===== src/rtl/srp_pkg.sv =====
package srp_pkg;
  typedef enum logic [1:0] {
    CMD_NONE  = 2'd0,
    CMD_READ  = 2'd1,
    CMD_DESEL = 2'd2
  } srp_cmd_e;
endpackage


===== src/rtl/srp_cmd_decode.sv =====
module srp_cmd_decode
  import srp_pkg::*;
#(
  parameter int unsigned          NUM_CE = 3,
  parameter logic [NUM_CE-1:0]    CE_POL = 3'b011
) (
  input  logic              cmd_strobe,
  input  logic [NUM_CE-1:0] chip_en,
  output srp_cmd_e          cmd
);
  logic [NUM_CE-1:0] ce_ok;

  // Each enable is compared with its own polarity bit
  for (genvar i = 0; i < NUM_CE; i++) begin : g_ce
    if (CE_POL[i]) begin : g_hi
      assign ce_ok[i] = chip_en[i];
    end else begin : g_lo
      assign ce_ok[i] = ~chip_en[i];
    end
  end

  always_comb begin
    if (!cmd_strobe)  cmd = CMD_NONE;
    else if (&ce_ok)  cmd = CMD_READ;
    else              cmd = CMD_DESEL;
  end
endmodule


===== src/rtl/srp_array.sv =====
module srp_array #(
  parameter int unsigned DATA_W = 36,
  parameter int unsigned ADDR_W = 6
) (
  input  logic              clk,
  input  logic              wr_en,
  input  logic [ADDR_W-1:0] wr_addr,
  input  logic [DATA_W-1:0] wr_data,
  input  logic              rd_en,
  input  logic [ADDR_W-1:0] rd_addr,
  output logic [DATA_W-1:0] rd_data
);
  localparam int unsigned DEPTH = 1 << ADDR_W;

  logic [DATA_W-1:0] mem [DEPTH];

  always_ff @(posedge clk) begin
    if (wr_en) mem[wr_addr] <= wr_data;
  end

  // Registered read port; holds its word between reads
  always_ff @(posedge clk) begin
    if (rd_en) rd_data <= mem[rd_addr];
  end
endmodule


===== src/rtl/srp_sel_pipe.sv =====
module srp_sel_pipe
  import srp_pkg::*;
(
  input  logic     clk,
  input  logic     rst,
  input  srp_cmd_e cmd,
  output logic     sel_s1,
  output logic     sel_s2
);
  always_ff @(posedge clk) begin
    if (rst) begin
      sel_s1 <= 1'b0;
      sel_s2 <= 1'b0;
    end else begin
      case (cmd)
        CMD_READ:  sel_s1 <= 1'b1;
        CMD_DESEL: sel_s1 <= 1'b0;
        default:   sel_s1 <= sel_s1;
      endcase
      sel_s2 <= sel_s1;
    end
  end
endmodule


===== src/rtl/srp_out_stage.sv =====
module srp_out_stage #(
  parameter int unsigned DATA_W = 36
) (
  input  logic              clk,
  input  logic              rst,
  input  logic              pipe_mode,
  input  logic              out_en,
  input  logic [DATA_W-1:0] arr_data,
  input  logic              sel_s1,
  input  logic              sel_s2,
  output logic [DATA_W-1:0] dq_out,
  output logic              dq_oe
);
  logic [DATA_W-1:0] out_q;

  always_ff @(posedge clk) begin
    if (rst) out_q <= '0;
    else     out_q <= arr_data;
  end

  // The mode picks the tap; out_en is left unclocked on purpose
  assign dq_out = pipe_mode ? out_q : arr_data;
  assign dq_oe  = (pipe_mode ? sel_s2 : sel_s1) & out_en;
endmodule


===== src/rtl/srp_read_pipe.sv =====
module srp_read_pipe
  import srp_pkg::*;
#(
  parameter int unsigned       DATA_W = 36,
  parameter int unsigned       ADDR_W = 6,
  parameter int unsigned       NUM_CE = 3,
  parameter logic [NUM_CE-1:0] CE_POL = 3'b011
) (
  input  logic              clk,
  input  logic              rst,
  input  logic              pipe_mode,
  input  logic [NUM_CE-1:0] chip_en,
  input  logic              cmd_strobe,
  input  logic [ADDR_W-1:0] cmd_addr,
  input  logic              out_en,
  input  logic              fill_en,
  input  logic [ADDR_W-1:0] fill_addr,
  input  logic [DATA_W-1:0] fill_data,
  output logic [DATA_W-1:0] dq_out,
  output logic              dq_oe
);
  srp_cmd_e          cmd;
  logic              sel_s1;
  logic              sel_s2;
  logic [DATA_W-1:0] arr_data;

  srp_cmd_decode #(.NUM_CE(NUM_CE), .CE_POL(CE_POL)) u_dec (
    .cmd_strobe (cmd_strobe),
    .chip_en    (chip_en),
    .cmd        (cmd)
  );

  srp_array #(.DATA_W(DATA_W), .ADDR_W(ADDR_W)) u_arr (
    .clk     (clk),
    .wr_en   (fill_en),
    .wr_addr (fill_addr),
    .wr_data (fill_data),
    .rd_en   (cmd == CMD_READ),
    .rd_addr (cmd_addr),
    .rd_data (arr_data)
  );

  srp_sel_pipe u_sel (
    .clk    (clk),
    .rst    (rst),
    .cmd    (cmd),
    .sel_s1 (sel_s1),
    .sel_s2 (sel_s2)
  );

  srp_out_stage #(.DATA_W(DATA_W)) u_out (
    .clk       (clk),
    .rst       (rst),
    .pipe_mode (pipe_mode),
    .out_en    (out_en),
    .arr_data  (arr_data),
    .sel_s1    (sel_s1),
    .sel_s2    (sel_s2),
    .dq_out    (dq_out),
    .dq_oe     (dq_oe)
  );
endmodule


===== config.mk =====
export PLATFORM = sky130hd
export DESIGN_NAME = srp_read_pipe
export DESIGN_NICKNAME = d
export VERILOG_FILES = /design/src/rtl/srp_pkg.sv /design/src/rtl/srp_cmd_decode.sv /design/src/rtl/srp_array.sv /design/src/rtl/srp_sel_pipe.sv /design/src/rtl/srp_out_stage.sv /design/src/rtl/srp_read_pipe.sv
export SDC_FILE = /design/constraint.sdc
export NUM_CORES = 2
export LEC_CHECK = 0
export BUFFER_PORTS_ARGS = -buffer_cell sky130_fd_sc_hd__buf_2
export CAP_MARGIN = 20
export CORE_MARGIN = 10
export CORE_UTILIZATION = 40
export DETAILED_ROUTE_END_ITERATION = 7
export GPL_TIMING_DRIVEN = 0
export PLACE_DENSITY_LB_ADDON = 0.08
export SYNTH_ARGS = -nofsm -noshare
export SYNTH_HDL_FRONTEND = slang
export SYNTH_HIERARCHICAL = 1
export SYNTH_SLANG_ARGS = --single-unit

===== constraint.sdc =====
create_clock -name clk -period 4.06 [get_ports clk]
set_input_delay 0.406 -clock clk [delete_from_list [all_inputs] [get_ports clk]]
set_output_delay 0.406 -clock clk [all_outputs]
set_load 0.02 [all_outputs]

==> metrics <==
CTS tree done; dpl hpwl just under 200 mm; vias in the first global route 44876; Startpoint Class input pin; Root Driver clkbuf_16; Final #Nets ~4500; DR WL/cell between 30 and 40 µm; Cell Area, Placed between 90000 and 100000 µm²; layout filler cell count between 15000 and 20000; Syn Std Cell Area 90020 µm²; syn avg cell area between 20 and 25 µm²; Sink Count ~2400; pre-CTS WS -0.6520 ns; Async SR Flop Fraction 0%; Synth area leader edfxtp_1; register bit count reported by yosys between 2000 and 2500; number of flops mapped to enable cells by yosys approximately 2300; cell breakdown of the critical path buf_2, buf_4, buf_2, clkbuf_1, nand2_1, o221ai_1, o211ai_1, and3_1; post-synth cell types 46; CP most frequent cell buf_2; final hold slack approximately 0.055 ns; core area about 220000 µm²; # setup viols final 0; Min-Delay Path Depth 1; Pre-antenna DRT Iters 6; setup ws final between 0.15 and 0.2 ns; pwr dens between 500 and 600 nW/µm²; GRT Overall Usage between 20% and 30%; Max Slew Vio Count 0; 1st-iter DRT viols roughly 5800; peak supply drop about 0.4 mV; num rows between 150 and 200; maxcap violations 0; I/O Pins 94; final weighted congestion in routability-driven placement ~0.84; global-route wire length before repair slightly below 400 mm; Hold Crit Class in2reg; worst relative slew slack roughly 15%; yosys warns 6; status finished clean; worst slew pin tran between 1 and 1.5 ns; Seq/Total Area, Yosys 78.90%; post-route clock period utilization between 90% and 100%; CP Data Arrival Time ~4.6 ns; Die ar. between 200000 and 250000 µm²; Setup Crit Path Kind in2reg; syn nets 3967; fin util 47.31%; RSZ-0062 raised after global routing no; CP top delay family buffers and inverters; remaining global-route overflow 0; initial antenna violation count 25; dominant cells by area after synthesis edfxtp_1, mux4_2, o22ai_1; CTS max path bufs 4; top-area cell type share of the netlist area 78.06%; Die Y approximately 490 µm; reg2reg path depth 5; I/O Buffers between 80 and 90; Layout area overhead 17.96%; FMAX roughly 260 MHz; Die W between 400 and 500 µm; DRC viols 0; Initial Util 40.11%; Clock transition at path regs roughly 0.060 ns; Gate Count Post-Synth approximately 3900; Clock Latency Late Sink about 0.93 ns; WP buf/inv 4; CP max stage cell o221ai_1; H-tree levels 5; Lkg Pwr 33.12 nW; Top FF cell, synth edfxtp_1; fraction of layout cells with a size suffix above 1 between 20% and 30%; Setup crit end kind register; CTS Buf Count 275; vias per inst approximately 5.9; Hold Fails Final Rpt 0; Detail Route Antenna Nets 0; min cycle time layout about 3.9 ns; DR vias about 45000; Critical Path RT approximately 4.7 ns; largest net degree at the start of global routing 65; Crit path depth 8; final wirelength around 290 mm; final setup skew 0.05329 ns; Slowest Stage Delay on Critical Path a little over 0.8 ns; design area between 100000 and 150000 µm²; crit-path max FO 10
## state kept, by name, summed over array words and instances (netlist names)
name	flops
u_arr/mem	2304
u_arr/rd_data	36
u_out/out_q	36
u_sel/sel_s1	1
u_sel/sel_s2	1
## final cells by class
| cell class | count | area [µm²] | area share (%) |
|---|---|---|---|
| inverters | 1 | 3.754 | 0.003535 |
| clock buffers | 347 | 7310 | 6.884 |
| multi-input cells | 1311 | 18410 | 17.34 |
| diodes | 16 | 40.04 | 0.03771 |
| clock inverters | 110 | 830.8 | 0.7824 |
| flip-flops and latches | 2378 | 71030 | 66.89 |
| repair buffers | 270 | 3633 | 3.422 |
| well taps | 2992 | 3744 | 3.526 |
| plain buffers | 219 | 1181 | 1.112 |
## per-stage QoR
stage          total power, mW  instances  TNS [ns]
3_5_place_dp             30.83       7137    -6.740
4_1_cts                  53.80       7621         0
2_1_floorplan            29.04       3909         0
6_report                 53.33       7644         0
3_3_place_gp             30.64       6985  -3278.89
5_1_grt                  54.85       7637         0
## logic make-up (layout without fill, tap and decap cells)
logic type | count (synthesis) | in the layout | synth area share, %
flops | 2378 | 2378 | 78.90
mux | 671 | 671 | 15.37
simple gates | 321 | 321 | 1.837
compound gates | 318 | 318 | 2.560
buf+inv | 220 | 947 | 1.311
fa+ha+maj | 1 | 1 | 0.01390
other cells | 0 | 16 | 0
## Yosys cell counts (34+ instances only)
library cell	n
dfxtp_1	38
buf_4	42
nor2_1	101
edfxtp_1	2340
clkbuf_1	89
nand3_1	45
a22oi_1	76
mux4_2	556
nor2b_1	74
o221ai_1	34
a211oi_1	42
mux2i_1	72
o22ai_1	123
buf_2	52
## final timing paths
| check | from | endpoint | slack, ns |
|---|---|---|---|
| max | cmd_addr[2] | u_arr/rd_data[18] | 0.17 |
| min | fill_data[21] | u_arr/mem[23][21] | 0.06 |
| min reg2reg | u_arr/rd_data[7] | u_out/out_q[7] | 0.48 |
| max reg2reg | u_arr/mem[23][16] | u_arr/rd_data[16] | 1.11 |
## cell usage in the layout, fill, tap and decap left out, types with 23 or more instances in the layout
| cell | netlist | layout |
|---|---|---|
| edfxtp_1 | 2340 | 2340 |
| mux4_2 | 556 | 556 |
| clkbuf_16 | 0 | 281 |
| clkbuf_1 | 89 | 149 |
| buf_2 | 52 | 124 |
| o22ai_1 | 123 | 123 |
| buf_12 | 3 | 96 |
| a22oi_1 | 76 | 76 |
| nor2b_1 | 74 | 74 |
| mux2i_1 | 72 | 72 |
| buf_4 | 42 | 70 |
| nor2_4 | 0 | 62 |
| clkinv_1 | 0 | 50 |
| nand3_1 | 45 | 45 |
| clkinv_2 | 0 | 42 |
| a211oi_1 | 42 | 42 |
| nor2_1 | 101 | 38 |
| dfxtp_1 | 38 | 38 |
| o221ai_1 | 34 | 34 |
| nand2_1 | 30 | 30 |
| mux2_4 | 30 | 30 |
| dlygate4sd3_1 | 0 | 28 |
| buf_6 | 11 | 23 |
| o22a_1 | 23 | 23 |
## layer usage
layer,up-vias,global-route usage [%],part of all wire (%)
li1,17894,-,-
met4,4,7.370,3.3
met5,-,0,0.0092
met3,427,5.319,8.4
met1,25097,33.87,42
met2,1952,36.59,46
## what timing repair did
| item | 4_1_cts | 5_1_grt |
|---|---|---|
| hold buffers | 27 | 1 |
| gates resized for setup | 0 | 0 |
| hold endpoints to repair | 450 | 13 |
| buffers inserted | 0 | 0 |
## where the power goes
group          internal (mW)  switching [mW]  total [mW]
clock network           13.5            9.53        23.0
logic                   1.02            2.13        3.15
registers               27.1          0.0394        27.2
total                   41.6            11.7        53.3
## worst register-to-register path, cell delays in order (launching register included)
cell and delay (ns):
edfxtp_1 0.36, mux4_2 0.48, o221ai_1 0.43, nor2_1 0.15, nor4_1 0.91, a311oi_1 0.26
No activity file was read; power rests on OpenSTA's default activity.
